===== src/rtl/irq_router_pkg.sv =====
package irq_router_pkg;
  localparam int B_MASK  = 31;
  localparam int B_ACT   = 30;
  localparam int B_MODE  = 29;
  localparam int B_POL   = 23;
  localparam int B_SENSE = 22;
  localparam int B_PRIO  = 16;
  localparam int B_CTOP  = 30;

  typedef struct packed {
    logic       mask;
    logic       mode;
    logic       pol;
    logic       sense;
    logic [3:0] prio;
  } vcfg_t;
endpackage


===== src/rtl/irq_src_cell.sv =====
module irq_src_cell
  import irq_router_pkg::*;
#(
  parameter int          NCPU     = 4,
  parameter int          VEC_W    = 8,
  parameter int          CW       = 2,
  parameter bit          CRIT_EN  = 1'b1,
  parameter logic [31:0] DEF_DEST = 32'h1
) (
  input  logic             clk,
  input  logic             rst,
  input  logic             irq_raw,
  input  logic             we_vpr,
  input  logic             we_dst,
  input  logic [31:0]      wdata,
  input  logic             ack_hit,
  input  logic             dlv_hit,
  input  logic             upd_last,
  input  logic [CW-1:0]    new_last,
  output logic             elig,
  output logic             crit,
  output logic [NCPU-1:0]  dmask,
  output logic             mode,
  output logic [CW-1:0]    last,
  output logic [VEC_W-1:0] vec,
  output logic [31:0]      rd_vpr,
  output logic [31:0]      rd_dst
);
  function automatic logic [NCPU-1:0] crit_of(input logic [31:0] v);
    logic [NCPU-1:0] r;
    r = '0;
    for (int i = 0; i < NCPU; i++) r[i] = CRIT_EN ? v[B_CTOP-i] : 1'b0;
    return r;
  endfunction

  vcfg_t            cfg;
  logic [VEC_W-1:0] vec_r;
  logic             act_r, pend_r, lvl_q, lvl_prev;
  logic [NCPU-1:0]  nrm_r, crt_r;
  logic [CW-1:0]    last_r;
  logic             act_lvl, edge_evt, pending;

  assign act_lvl  = lvl_q ^ cfg.pol;
  assign edge_evt = act_lvl & ~lvl_prev;
  assign pending  = cfg.sense ? act_lvl : (pend_r | edge_evt);
  assign crit     = |crt_r;
  assign dmask    = crit ? crt_r : nrm_r;
  assign elig     = pending & (~cfg.mask | crit) & (cfg.prio != 4'd0) &
                    ~act_r & ((|nrm_r) | crit);
  assign mode     = cfg.mode;
  assign last     = last_r;
  assign vec      = vec_r;

  always_ff @(posedge clk) begin
    if (rst) begin
      cfg      <= '{mask: 1'b1, mode: 1'b0, pol: 1'b0, sense: 1'b0, prio: 4'd0};
      vec_r    <= '0;
      act_r    <= 1'b0;
      pend_r   <= 1'b0;
      lvl_q    <= 1'b0;
      lvl_prev <= 1'b0;
      last_r   <= '0;
      nrm_r    <= DEF_DEST[NCPU-1:0];
      crt_r    <= crit_of(DEF_DEST);
    end else begin
      lvl_q    <= irq_raw;
      lvl_prev <= act_lvl;
      if (we_vpr) begin
        cfg   <= '{mask: wdata[B_MASK], mode: wdata[B_MODE], pol: wdata[B_POL],
                   sense: wdata[B_SENSE], prio: wdata[B_PRIO+3:B_PRIO]};
        vec_r <= wdata[VEC_W-1:0];
      end
      if (we_dst) begin
        nrm_r <= wdata[NCPU-1:0];
        crt_r <= crit_of(wdata);
      end
      pend_r <= cfg.sense ? 1'b0 : ((pend_r & ~ack_hit) | edge_evt);
      if (dlv_hit) act_r <= 1'b1;
      else if ((cfg.sense & ~act_lvl) | (~cfg.sense & ack_hit)) act_r <= 1'b0;
      if (upd_last) last_r <= new_last;
    end
  end

  always_comb begin
    rd_vpr = '0;
    rd_vpr[B_MASK]  = cfg.mask;
    rd_vpr[B_ACT]   = act_r;
    rd_vpr[B_MODE]  = cfg.mode;
    rd_vpr[B_POL]   = cfg.pol;
    rd_vpr[B_SENSE] = cfg.sense;
    rd_vpr[B_PRIO+3:B_PRIO] = cfg.prio;
    rd_vpr[VEC_W-1:0] = vec_r;
    rd_dst = '0;
    rd_dst[NCPU-1:0] = nrm_r;
    for (int i = 0; i < NCPU; i++) rd_dst[B_CTOP-i] = crt_r[i];
  end
endmodule


===== src/rtl/irq_first_pick.sv =====
module irq_first_pick #(
  parameter int N = 16,
  parameter int W = 4
) (
  input  logic [N-1:0] req,
  output logic         vld,
  output logic [W-1:0] idx
);
  always_comb begin
    idx = '0;
    for (int i = N - 1; i >= 0; i--) if (req[i]) idx = W'(i);
    vld = |req;
  end
endmodule


===== src/rtl/irq_rr_target.sv =====
module irq_rr_target #(
  parameter int NCPU = 4,
  parameter int CW   = 2
) (
  input  logic [NCPU-1:0] dmask,
  input  logic            mode,
  input  logic [CW-1:0]   last,
  output logic [NCPU-1:0] tgt,
  output logic [CW-1:0]   new_last,
  output logic            upd
);
  logic [NCPU-1:0] last_oh;
  logic            found;
  int              idx;

  always_comb begin
    last_oh = '0;
    last_oh[last] = 1'b1;
    tgt      = '0;
    new_last = last;
    upd      = 1'b0;
    found    = 1'b0;
    idx      = 0;
    if (dmask == last_oh || !mode) begin
      tgt = dmask;
    end else begin
      for (int k = 1; k < NCPU; k++) begin
        idx = (int'(last) + k) % NCPU;
        if (!found && dmask[idx]) begin
          found    = 1'b1;
          tgt[idx] = 1'b1;
          new_last = CW'(idx);
          upd      = 1'b1;
        end
      end
    end
  end
endmodule


===== src/rtl/irq_router.sv =====
module irq_router #(
  parameter int          NSRC     = 16,
  parameter int          NCPU     = 4,
  parameter int          VEC_W    = 8,
  parameter bit          CRIT_EN  = 1'b1,
  parameter logic [31:0] DEF_DEST = 32'h1,
  localparam int         SRC_W    = $clog2(NSRC),
  localparam int         CW       = $clog2(NCPU)
) (
  input  logic             clk,
  input  logic             rst,
  input  logic [NSRC-1:0]  irq_in,
  input  logic             reg_we,
  input  logic [SRC_W:0]   reg_addr,
  input  logic [31:0]      reg_wdata,
  output logic [31:0]      reg_rdata,
  input  logic             ack_vld,
  input  logic [SRC_W-1:0] ack_src,
  output logic [NCPU-1:0]  norm_stb,
  output logic [NCPU-1:0]  crit_stb,
  output logic [SRC_W-1:0] dlv_src,
  output logic [VEC_W-1:0] dlv_vec
);
  logic [NSRC-1:0]  elig_v, crit_v, mode_v;
  logic [NCPU-1:0]  dmask_a [NSRC];
  logic [CW-1:0]    last_a  [NSRC];
  logic [VEC_W-1:0] vec_a   [NSRC];
  logic [31:0]      rvpr_a  [NSRC];
  logic [31:0]      rdst_a  [NSRC];

  logic             pick_vld;
  logic [SRC_W-1:0] pick_idx;
  logic [NCPU-1:0]  sel_dmask, tgt;
  logic             sel_mode, sel_crit, rr_upd;
  logic [CW-1:0]    sel_last, rr_last;
  logic [VEC_W-1:0] sel_vec;
  logic [SRC_W-1:0] reg_idx;

  assign reg_idx = reg_addr[SRC_W:1];

  for (genvar g = 0; g < NSRC; g++) begin : g_src
    logic hit;
    assign hit = pick_vld && (pick_idx == SRC_W'(g));
    irq_src_cell #(
      .NCPU(NCPU), .VEC_W(VEC_W), .CW(CW), .CRIT_EN(CRIT_EN), .DEF_DEST(DEF_DEST)
    ) u_cell (
      .clk      (clk),
      .rst      (rst),
      .irq_raw  (irq_in[g]),
      .we_vpr   (reg_we && reg_idx == SRC_W'(g) && !reg_addr[0]),
      .we_dst   (reg_we && reg_idx == SRC_W'(g) && reg_addr[0]),
      .wdata    (reg_wdata),
      .ack_hit  (ack_vld && ack_src == SRC_W'(g)),
      .dlv_hit  (hit),
      .upd_last (hit && rr_upd),
      .new_last (rr_last),
      .elig     (elig_v[g]),
      .crit     (crit_v[g]),
      .dmask    (dmask_a[g]),
      .mode     (mode_v[g]),
      .last     (last_a[g]),
      .vec      (vec_a[g]),
      .rd_vpr   (rvpr_a[g]),
      .rd_dst   (rdst_a[g])
    );
  end

  irq_first_pick #(.N(NSRC), .W(SRC_W)) u_pick (
    .req (elig_v),
    .vld (pick_vld),
    .idx (pick_idx)
  );

  assign sel_dmask = dmask_a[pick_idx];
  assign sel_mode  = mode_v[pick_idx];
  assign sel_crit  = crit_v[pick_idx];
  assign sel_last  = last_a[pick_idx];
  assign sel_vec   = vec_a[pick_idx];

  irq_rr_target #(.NCPU(NCPU), .CW(CW)) u_tgt (
    .dmask    (sel_dmask),
    .mode     (sel_mode),
    .last     (sel_last),
    .tgt      (tgt),
    .new_last (rr_last),
    .upd      (rr_upd)
  );

  always_ff @(posedge clk) begin
    if (rst) begin
      norm_stb  <= '0;
      crit_stb  <= '0;
      dlv_src   <= '0;
      dlv_vec   <= '0;
      reg_rdata <= '0;
    end else begin
      norm_stb  <= (pick_vld && !sel_crit) ? tgt : '0;
      crit_stb  <= (pick_vld && sel_crit) ? tgt : '0;
      dlv_src   <= pick_idx;
      dlv_vec   <= sel_vec;
      reg_rdata <= reg_addr[0] ? rdst_a[reg_idx] : rvpr_a[reg_idx];
    end
  end
endmodule


===== config.mk =====
export PLATFORM = sky130hd
export DESIGN_NAME = irq_router
export DESIGN_NICKNAME = d
export VERILOG_FILES = /design/src/rtl/irq_router_pkg.sv /design/src/rtl/irq_src_cell.sv /design/src/rtl/irq_first_pick.sv /design/src/rtl/irq_rr_target.sv /design/src/rtl/irq_router.sv
export SDC_FILE = /design/constraint.sdc
export NUM_CORES = 1
export LEC_CHECK = 0
export BUFFER_PORTS_ARGS = -buffer_cell sky130_fd_sc_hd__buf_2
export CAP_MARGIN = 40
export CORE_ASPECT_RATIO = 1.25
export CORE_MARGIN = 2
export CORE_UTILIZATION = 45
export CTS_BUF_LIST = sky130_fd_sc_hd__clkbuf_8 sky130_fd_sc_hd__clkbuf_16
export CTS_CLUSTER_DIAMETER = 80
export DETAILED_ROUTE_END_ITERATION = 7
export SYNTH_ARGS = -nofsm -noshare
export SYNTH_HDL_FRONTEND = slang
export SYNTH_SLANG_ARGS = --single-unit

===== constraint.sdc =====
create_clock -name clk -period 4.7 [get_ports clk]
set_input_delay 0.705 -clock clk [delete_from_list [all_inputs] [get_ports clk]]
set_output_delay 0.705 -clock clk [all_outputs]
set_load 0.1 [all_outputs]

# Word level (Yosys, flattened, before mapping)
# Cells that the tools add are included.
[totals] reg_bits=532 output_inout_bits=52 wordCells=935 in_bits=61
[classes] order_cmp=11 n_bitwise=329 n_reduce_logical=199 mux=134 n_addsub=3 eq_ne=46
[ops] cell="32-bit binary-select mux with 4-bit select" count=2
[ops] cell="32-bit 2-to-1 mux" count=5
[ops] cell="4-bit 2-to-1 mux" count=40
[ops] cell="1-bit AND" count=128
[ops] cell="4-bit OR reduction" count=32
[ops] cell="1-bit logical AND" count=104
[ops] cell="1-bit NOT" count=98
[ops] cell="4-bit == test, second input constant" count=24
[ops] cell="1-bit bitwise OR" count=80
[ops] cell="1-bit 2-to-1 mux" count=67
[ops] cell="4-bit nonzero test" count=16
[ops] cell="4-bit by 3-bit == test with 1-bit output, second input constant" count=12
[ops] cell="2-bit OR reduction" count=21
[ops] cell="8-bit binary-select mux with 4-bit select" count=1
[ops] cell="2-bit nonzero test" count=16
[ops] cell="4-bit by 2-bit == test with 1-bit output, second input constant" count=6
[ops] cell="4-bit binary-select mux with 4-bit select" count=1
[ops] cell="8-bit 2-to-1 mux" count=2
[ops] cell="16-bit OR reduction" count=1
[ops] cell="1-bit bitwise XOR" count=16
[ops] cell="4-bit by 1-bit == test with 1-bit output, second input constant" count=3
[ops] cell="4-bit zero test" count=3
[ops] cell="3-bit by 4-bit less-than comparator with 1-bit output, second input constant" count=3
[ops] cell="2-bit 2-to-1 mux" count=6
[ops] cell="other kinds (17)" count=35

# Longest topological paths before layout
# Gate-level depths: netlist of run 1.
[depth] word_depth=45 depth_mapped=22

# Cells and area by module
# Synthesis of run 1 repeated with hierarchy kept, for this count alone.
[hier_totals] hier_cells=3721 hier_area_um2=37129.4
[modules_own_cells] module="irq_src_cell" area_each_um2=1521.5 cells_per_inst=161 n_inst=16 seq_area_each_um2=600.6
[modules_own_cells] module="irq_router" area_each_um2=12047.8 cells_per_inst=1040 n_inst=1 seq_area_each_um2=1041.0
[modules_own_cells] module="irq_rr_target" area_each_um2=561.8 cells_per_inst=71 n_inst=1 seq_area_each_um2=0.0
[modules_own_cells] module="irq_first_pick" area_each_um2=176.4 cells_per_inst=34 n_inst=1 seq_area_each_um2=0.0

# Least setup slack after synthesis of run 1
# No wires, ideal clock.
[synth_timing] path_type="reg-to-reg" from="reg g_src[14].u_cell.crt_r[3]" to="reg g_src[14].u_cell.last_r[1]" path_stages_with_launch=23 setup_time_ps=86 required_time_ps=4614 arrival_ps=5110 n_path_buf=6 slack_ps=-495 cell_sequence="dfxtp_1 > nor4_4 > o21ai_2 > and3_4 > o211a_1 > o2111a_1 > buf_6 > o31ai_4 > buf_6 > and2_1 > a211oi_1 > or4_4 > buf_6 > buf_2 > ha_1 > o31a_1 > or4b_1 > o41ai_4 > or3_1 > buf_4 > buf_4 > nor3_1 > a211oi_1"
[synth_via] elab_chain_cells=40
[synth_lines] element="start: declaration" line="irq_src_cell.sv:39" text="logic [NCPU-1:0] nrm_r, crt_r;"
[synth_lines] element="start signal: assignment" line="irq_src_cell.sv:64" text="crt_r <= crit_of(DEF_DEST);"
[synth_lines] element="start signal: assignment" line="irq_src_cell.sv:75" text="crt_r <= crit_of(wdata);"
[synth_lines] element="4-bit OR reduction" line="irq_src_cell.sv:46" text="assign crit = |crt_r;"
[synth_lines] element="1-bit bitwise OR" line="irq_src_cell.sv:48" text="assign elig = pending & (~cfg.mask | crit) & (cfg.prio != 4'd0) &"
[synth_lines] element="1-bit AND (3 in a row)" line="irq_src_cell.sv:48"
[synth_lines] element="1-bit AND" line="irq_src_cell.sv:49" text="~act_r & ((|nrm_r) | crit);"
[synth_lines] element="4-bit 2-to-1 mux (15 in a row)" line="irq_first_pick.sv:11" text="for (int i = N - 1; i >= 0; i--) if (req[i]) idx = W'(i);"
[synth_lines] element="4-bit NOT with 5-bit output (not written as such)" line="irq_router.sv:74, irq_router.sv:77"
[synth_lines] element="2-bit binary-select mux with 4-bit select" line="irq_router.sv:77" text="assign sel_last = last_a[pick_idx];"
[synth_lines] element="2-bit 2-to-1 mux (not written as such) (2 in a row)" line="irq_router.sv:77"
[synth_lines] element="(+7 left out)"
[synth_lines] element="1-bit logical AND" line="irq_rr_target.sv:29" text="if (!found && dmask[idx]) begin"
[synth_lines] element="1-bit 2-to-1 mux" line="irq_rr_target.sv:29"
[synth_lines] element="1-bit 2-to-1 mux" line="irq_rr_target.sv:24" text="if (dmask == last_oh || !mode) begin"
[synth_lines] element="1-bit zero test" line="irq_rr_target.sv:29"
[synth_lines] element="1-bit logical AND" line="irq_rr_target.sv:29"
[synth_lines] element="1-bit 2-to-1 mux" line="irq_rr_target.sv:29"
[synth_lines] element="1-bit 2-to-1 mux" line="irq_rr_target.sv:24"
[synth_lines] element="1-bit logical AND" line="irq_router.sv:55" text=".upd_last (hit && rr_upd),"
[synth_lines] element="end signal: assignment" line="irq_src_cell.sv:80" text="if (upd_last) last_r <= new_last;"
[synth_lines] element="end: declaration" line="irq_src_cell.sv:40" text="logic [CW-1:0] last_r;"
# Parallel ways exist; a longest one is shown, timed or not. The select of a mux whose other input is x is not followed.
# A chain may end at the register's enable or synchronous reset.

# Worst setup path after layout of run 1
[layout_timing] from="reg g_src[14].u_cell.lvl_q" to="reg g_src[4].u_cell.last_r[1]"
[layout_via] elab_chain_cells=42
[layout_lines] element="start: declaration" line="irq_src_cell.sv:38" text="logic act_r, pend_r, lvl_q, lvl_prev;"
[layout_lines] element="start signal: assignment" line="irq_src_cell.sv:66" text="lvl_q <= irq_raw;"
[layout_lines] element="1-bit bitwise XOR *" line="irq_src_cell.sv:43" text="assign act_lvl = lvl_q ^ cfg.pol;"
[layout_lines] element="1-bit AND" line="irq_src_cell.sv:44" text="assign edge_evt = act_lvl & ~lvl_prev;"
[layout_lines] element="1-bit bitwise OR" line="irq_src_cell.sv:45" text="assign pending = cfg.sense ? act_lvl : (pend_r | edge_evt);"
[layout_lines] element="1-bit 2-to-1 mux *" line="irq_src_cell.sv:45"
[layout_lines] element="1-bit AND * (3 in a row)" line="irq_src_cell.sv:48"
[layout_lines] element="1-bit AND *" line="irq_src_cell.sv:49"
[layout_lines] element="4-bit 2-to-1 mux (15 in a row)" line="irq_first_pick.sv:11"
[layout_lines] element="4-bit NOT with 5-bit output (not written as such)" line="irq_router.sv:74, irq_router.sv:77"
[layout_lines] element="(+10 left out)"
[layout_lines] element="1-bit logical AND" line="irq_rr_target.sv:29"
[layout_lines] element="1-bit 2-to-1 mux" line="irq_rr_target.sv:29"
[layout_lines] element="1-bit 2-to-1 mux" line="irq_rr_target.sv:24"
[layout_lines] element="1-bit zero test" line="irq_rr_target.sv:29"
[layout_lines] element="1-bit logical AND" line="irq_rr_target.sv:29"
[layout_lines] element="1-bit 2-to-1 mux" line="irq_rr_target.sv:29"
[layout_lines] element="1-bit 2-to-1 mux" line="irq_rr_target.sv:24"
[layout_lines] element="1-bit logical AND" line="irq_router.sv:55"
[layout_lines] element="end signal: assignment" line="irq_src_cell.sv:80"
[layout_lines] element="end: declaration" line="irq_src_cell.sv:40"
# Mark *: on every way between the ends. The rest lies on a longest branch, timed or not. The select of a mux whose other input is x is not followed.

==> results.yml, run 1 <==
setup_path:
  cp-end-kind: "flip-flop"
  crit_buf_inv: 3
  crit_path_start_kind: "flip-flop"
  crit_cells: 19
  cp_top_family: "compound AO/OA/AOI/OAI gates"
  cpPeakStageDelay_ns: 0.63
  slowest_stage: "or4_4"
  crit_fanout: 6
  required_ns: 5.25
  cp-endpoint: "g_src[4].u_cell.last[1]$_SDFFE_PP0P_"
  rr_endpoint: "g_src[4].u_cell.last[1]$_SDFFE_PP0P_"
  rrSetupSlack_ns: -0.26
  cp.arrival_ns: 5.51
  path_class: "reg -> reg"
  worstRegToRegCells: 19
  cp-startpoint: "g_src[14].u_cell.lvl_q$_SDFF_PP0_"
  path_cells: "xnor2_2, o21ai_0, and3_4, o211a_4, o2111a_2, buf_6, o31ai_4, a221o_1, a31oi_2, or4_4, ha_4, o31a_1, or4b_4, o41ai_4, buf_4, or3_4, buf_12, o21ai_1, a21oi_2"
  reg2reg_from: "g_src[14].u_cell.lvl_q$_SDFF_PP0_"
placement:
  port_buffers: 86
  gp_congestion: 1.04
  post-dp-hpwl_mm: 75.4
  place_inst: 3995
cts:
  tritoncts: "done"
  clk_latency_ns: 0.63
  numCtsBuffers: 55
  clockBufferDepth: 3
  cts.clk_slew.worst_paths_ns: 0.06
  cts_max_level: 2
  cts_root_buf: "clkbuf_16"
  cts_sinks: 519
floorplan:
  io_pins: 113
  fp.dieW_microns: 216
  die_area_sq_um: 57900
  initial_core_util_pct: 45.7
  coreArea_sq_um: 55100
  die_h_microns: 268
  rows: 96
logic_synthesis:
  synthTopCellsByCount: "689 x nand2_1, 519 x dfxtp_1, 397 x a21oi_1"
  yosys_warnings: 0
  synth.distinct_cells: 88
  syn_inst: 2863
  ys.flop_type: "dfxtp_1"
  ys_async_sr_fraction_pct: 0
  yosysMostFrequentCell: "nand2_1"
  synth_edf_count: 0
  yosys.area.top_type: "dfxtp_1"
  ys_seq_elements: 519
  netlist_top_cells_area: "dfxtp_1 41%, mux4_2 11%, nand2_1 10%"
  synth_top_area_share_pct: 41.3
  postSynthAreaPerCell_sq_um: 8.80
  ys_seq_area_share_pct: 41.3
  synth_area_sq_um: 25200
timing:
  tightest_slew_ns: 0.999
  hold_viol_final: 0
  setup_tns_ns: -7.82
  min_period_over_period_pct: 105
  fin_skew_ns: 0.0198
  fin_ws_ns: -0.257
  min_period_ns: 4.96
  max_freq_mhz: 202
  slew_headroom_pct: 33.4
  hold_ws_ns: 0.291
  setup_violations: 40
  final_max_slew_viol_count: 0
  rsz0062_at_grt: "true"
pwr:
  pwr-share-comb_pct: 8.0
  power_mw: 9.80
  p_sw_mw: 2.48
  swShare_pct: 25.3
  seqPwrFrac_pct: 45.8
  irDropWorstVdd_mv: 0.272
  pwr_density_cell_nw_per_um2: 299
  leakage_nw: 12.3
  clkPwrFrac_pct: 46.3
  internal-power_mw: 7.32
grt:
  grt_pass1_vias: 25000
  grt_usage_pct: 36.3
  antenna_found_initial: 2
  gr-total-overflow: 0
  grt_pass1_wl_mm: 157
  grt_max_degree: 134
run_status:
  status: "finished with violations"
  violations: "setup timing"
route:
  viasPerCell: 6.13
  drt_wl_total_mm: 107
  wire_per_inst_microns: 25.9
  antenna_left: 0
  drcViolationCount: 0
  routed-wl-met3_mm: 8.13
  route.met2.wl_mm: 49.4
  firstDrtPassIters: 6
  vias: 25300
  maxUsedRoutingLayer: "met5"
  drt_iter0_drc: 2633
  wl_met1_mm: 38.0
finish:
  nets: 3412
  antennaDiodeCount: 0
  final_layout_size_suffix_gt1_share_pct: 30.4
  final_cells: 4125
  utilization_pct: 59.6
  num-fill-cells: 4830
  area_delta_synth_final_pct: 30.4
job:
  maxCapViolCount: 0
worst_hold_path:
  hold_path_class: "in -> reg"
==> placed cells by master, fill, tap and decap left out, types with 18 or more instances in the layout <==
cell type	n
a211oi_1	21
a21oi_1	391
a222oi_1	35
buf_2	83
buf_4	531
clkbuf_16	56
dfxtp_1	514
inv_1	22
mux2i_1	140
mux4_2	125
nand2_1	686
nand3_1	61
nor2_1	197
nor2b_1	30
nor3_1	33
nor4_1	32
nor4_4	21
o211ai_1	32
o21ai_0	18
o21ai_1	18
==> kinds of logic (layout without fill, tap and decap cells) <==
logic type,after synthesis,after routing,synth area share (%)
simple gates,1169,1169,20.6
compound gates,646,646,16.3
flops,519,519,41.3
mux,269,269,16.9
buf+inv,237,752,3.97
xor+xnor,17,17,0.621
fa+ha+maj,5,5,0.248
other cells,1,13,0.0149
==> stage by stage <==
| stage | worst slack, ns | area, sq um |
|---|---|---|
| 5_1_grt | -0.341 | 32800 |
| 4_1_cts | -0.179 | 32300 |
| 3_3_place_gp | -0.507 | 29800 |
| 6_report | -0.257 | 32800 |
| 2_1_floorplan | 0.00322 | 25400 |
| 3_5_place_dp | -0.484 | 29900 |
==> power groups by stage <==
stage | registers, mW | clock network (mW) | logic (mW)
6_report | 4.49 | 4.53 | 0.783
2_1_floorplan | 4.59 | 0 | 0.435
4_1_cts | 4.48 | 4.58 | 0.752
5_1_grt | 4.49 | 4.76 | 0.816
3_3_place_gp | 4.58 | 0 | 0.716
3_5_place_dp | 4.58 | 0 | 0.736
==> sequential cells by signal, summed over array words and instances, names as in the netlist, 19 cells and up <==
register	count
g_src.u_cell.crt_r	64
g_src.u_cell.last	32
g_src.u_cell.nrm_r	64
g_src.u_cell.rd_vpr	112
g_src.u_cell.vec	128
reg_rdata	19
==> area by class of cell <==
type / instances / area, sq um / share of cell area [%]
Multi-Input combinational cell: 2119 / 14800 / 45.0
Sequential cell: 519 / 10400 / 31.7
Timing Repair Buffer: 638 / 4830 / 14.7
Clock buffer: 64 / 1500 / 4.57
Tap cell: 735 / 920 / 2.80
Clock inverter: 37 / 367 / 1.12
Inverter: 13 / 61.3 / 0.187
==> how the worst min path moves through the flow <==
stage / end / depth (start not counted) / start / slack [ns]
floorplan: g_src[0].u_cell.last[1]$_SDFFE_PP0P_ / 2 / g_src[0].u_cell.last[1]$_SDFFE_PP0P_ / 0.43
CTS: g_src[6].u_cell.lvl_q$_SDFF_PP0_ / 2 / irq_in[6] / 0.27
global placement: g_src[13].u_cell.last[0]$_SDFFE_PP0P_ / 2 / g_src[13].u_cell.last[0]$_SDFFE_PP0P_ / 0.45
finish: g_src[6].u_cell.lvl_q$_SDFF_PP0_ / 2 / irq_in[6] / 0.29
global route: g_src[9].u_cell.lvl_q$_SDFF_PP0_ / 2 / irq_in[9] / 0.29
detailed placement: g_src[13].u_cell.last[1]$_SDFFE_PP0P_ / 2 / g_src[13].u_cell.last[1]$_SDFFE_PP0P_ / 0.46
==> what timing repair did <==
item | in CTS | in global routing
endpoints found under the setup margin | 40 | 40
gates resized for setup | 93 | 73
setup buffers | 18 | 10
hold buffers | 0 | 0
cloned | 1 | 1
hold endpoints to repair | 0 | 0
pin swaps | 38 | 39
==> worst reg2reg max path, cell delays in order, from the launching register on <==
cell and delay, ns:
dfxtp_1 0.35, xnor2_2 0.29, o21ai_0 0.21, and3_4 0.21, o211a_4 0.25, o2111a_2 0.35
buf_6 0.15, o31ai_4 0.29, a221o_1 0.21, a31oi_2 0.10, or4_4 0.63, ha_4 0.21
o31a_1 0.10, or4b_4 0.55, o41ai_4 0.27, buf_4 0.18, or3_4 0.19, buf_12 0.15
o21ai_1 0.09, a21oi_2 0.14
==> layer usage <==
layer | track usage, % | vias to the layer above
met5 | 0 | -
met4 | 32.8 | 4
met3 | 6.23 | 469
met2 | 59.3 | 1345
met1 | 41.1 | 12200
li1 | - | 11300
(Power assumes the default switching activity.)
==> run 2: changes to the inputs <==
--- a/config.mk
+++ b/config.mk
@@ -8,7 +8,6 @@
 export BUFFER_PORTS_ARGS = -buffer_cell sky130_fd_sc_hd__buf_2
 export CAP_MARGIN = 40
 export CORE_ASPECT_RATIO = 1.25
-export CORE_MARGIN = 2
 export CORE_UTILIZATION = 45
 export CTS_BUF_LIST = sky130_fd_sc_hd__clkbuf_8 sky130_fd_sc_hd__clkbuf_16
 export CTS_CLUSTER_DIAMETER = 80
==> results.yml, run 2 (synthesis results as in run 1) <==
run_status:
  status: "finished with violations"
  violations: "setup timing"
grt:
  grt_max_degree: 170
  gr-total-overflow: 0
  antenna_found_initial: 2
  grt_pass1_wl_mm: 156
  grt_pass1_vias: 24800
  grt_usage_pct: 37.4
timing:
  tightest_slew_ns: 0.907
  setup_tns_ns: -3.37
  fin_ws_ns: -0.173
  min_period_over_period_pct: 104
  hold_viol_final: 0
  max_freq_mhz: 205
  final_max_slew_viol_count: 0
  rsz0062_at_grt: "true"
  hold_ws_ns: 0.280
  setup_violations: 35
  slew_headroom_pct: 39.3
  min_period_ns: 4.87
  fin_skew_ns: 0.0274
route:
  drcViolationCount: 0
  viasPerCell: 6.05
  firstDrtPassIters: 6
  vias: 25200
  drt_wl_total_mm: 107
  drt_iter0_drc: 2647
  antenna_left: 0
  wire_per_inst_microns: 25.7
finish:
  num-fill-cells: 4807
  final_common_cell: "nand2_1"
  largest_reg_flops: 128
  nets: 3438
  final_cell_mix: "685 x nand2_1, 535 x buf_4, 514 x dfxtp_1"
  final_design_area_no_fill_sq_um: 33300
  final_cells: 4155
  area_delta_synth_final_pct: 32.3
  final_layout_size_suffix_gt1_share_pct: 31.5
  utilization_pct: 60.5
worst_hold_path:
  hold_path_class: "in -> reg"
  holdPathEnd: "g_src[0].u_cell.lvl_q$_SDFF_PP0_"
  worstHoldStart: "irq_in[0]"
  hold_path_depth: 2
cts:
  cts_sinks: 519
  cts.clk_slew.worst_paths_ns: 0.07
  cts_hold_buf: 0
  clk_latency_ns: 0.64
  clockBufferDepth: 3
  tritoncts: "done"
  cts_root_buf: "clkbuf_16"
  cts_max_level: 2
  numCtsBuffers: 55
setup_path:
  cp.arrival_ns: 5.43
  cp-end-kind: "flip-flop"
  rrSetupSlack_ns: -0.17
  cp_top_family: "compound AO/OA/AOI/OAI gates"
  crit_buf_inv: 5
  rr_endpoint: "g_src[9].u_cell.last[1]$_SDFFE_PP0P_"
  cp_common_cell: "buf_6"
  required_ns: 5.26
  path_class: "reg -> reg"
  cpPeakStageDelay_ns: 0.61
  crit_fanout: 4
  path_cells: "xnor2_2, buf_4, nor2_2, buf_6, o311ai_4, buf_6, nand4_1, o221ai_4, buf_6, a2111oi_4, o21bai_1, a31oi_1, or4_4, ha_4, o31a_1, or4b_4, o41a_1, o2111ai_4, o211ai_1, buf_4, mux2i_1"
  crit_path_start_kind: "flip-flop"
  worstRegToRegCells: 21
  slowest_stage: "or4_4"
  reg2reg_from: "g_src[11].u_cell.rd_vpr[23]$_SDFFE_PP0P_"
floorplan:
  coreArea_sq_um: 55100
  die_area_sq_um: 56900
  rows: 96
  die_h_microns: 266
  io_pins: 113
  fp.dieW_microns: 214
  initial_core_util_pct: 45.7
placement:
  port_buffers: 86
  place_area_sq_um: 29900
  post-dp-hpwl_mm: 75.7
  dp_worst_setup_slack_ns: -0.666
  place_inst: 4001
  gp_congestion: 1.04
pwr:
  pwr_density_cell_nw_per_um2: 301
  leakage_nw: 12.5
  power_mw: 10.0
  irDropWorstVdd_mv: 0.388
job:
  maxCapViolCount: 0
-- run 2: changes by cell type in the layout (fill, tap and decap cells not counted), sizes merged --
cell / change
clkinvlp: -1
bufinv: +2
buf: +26
clkinv: +7
inv: -10
diode: +3
clkbuf: +3
-- run 2: timing repair --
action                                  4_1_cts  5_1_grt
pin swaps                                    26       37
endpoints found under the setup margin       40       40
gates resized for setup                     124       73
gates cloned                                  4        1
buffers inserted                             30       18
-- run 2: final cells by class --
class	instances	area, sq um	share of cell area [%]
multi-input cells	2119	14800	44.5
repair buffers	664	5140	15.4
clock inverters	35	438	1.31
clock buffers	67	1550	4.66
flip-flops and latches	519	10400	31.2
well taps	735	920	2.76
diodes	3	7.51	0.0225
inverters	13	61.3	0.184
-- run 2: layer usage --
layer | share of wire (%) | global-route usage, %
met5 | 0 | 0
met4 | 9.7 | 31.9
met2 | 47 | 61.0
met3 | 6.7 | 5.51
met1 | 37 | 42.9
-- run 2: worst max-delay path by stage --
stage,end,cells past startpoint,startpoint
after floorplan,g_src[14].u_cell.last[1]$_SDFFE_PP0P_,21,g_src[14].u_cell.crt_r[2]$_SDFFE_PP0P_
after global placement,g_src[14].u_cell.last[1]$_SDFFE_PP0P_,18,g_src[12].u_cell.nrm_r[3]$_SDFFE_PP0P_
after detailed placement,g_src[14].u_cell.last[1]$_SDFFE_PP0P_,19,g_src[12].u_cell.nrm_r[0]$_SDFFE_PP1P_
after CTS,g_src[14].u_cell.last[1]$_SDFFE_PP0P_,24,g_src[11].u_cell.rd_vpr[23]$_SDFFE_PP0P_
after global routing,g_src[13].u_cell.last[1]$_SDFFE_PP0P_,22,g_src[11].u_cell.rd_vpr[23]$_SDFFE_PP0P_
final,g_src[9].u_cell.last[1]$_SDFFE_PP0P_,21,g_src[11].u_cell.rd_vpr[23]$_SDFFE_PP0P_
-- run 2: power by group --
group | internal [mW] | switching [mW]
Combinational | 0.259 | 0.527
Clock | 2.80 | 1.97
Sequential | 4.45 | 0.0359
Total | 7.51 | 2.53
-- run 2: worst reg2reg max path, cell delays in order, from the launching register on --
cell       delay (ns)
dfxtp_2          0.33
xnor2_2          0.18
buf_4            0.14
nor2_2           0.04
buf_6            0.12
o311ai_4         0.32
buf_6            0.17
nand4_1          0.17
o221ai_4         0.32
buf_6            0.15
a2111oi_4        0.06
o21bai_1         0.18
a31oi_1          0.10
or4_4            0.61
ha_4             0.22
o31a_1           0.10
or4b_4           0.52
o41a_1           0.45
o2111ai_4        0.15
o211ai_1         0.14
buf_4            0.20
mux2i_1          0.13
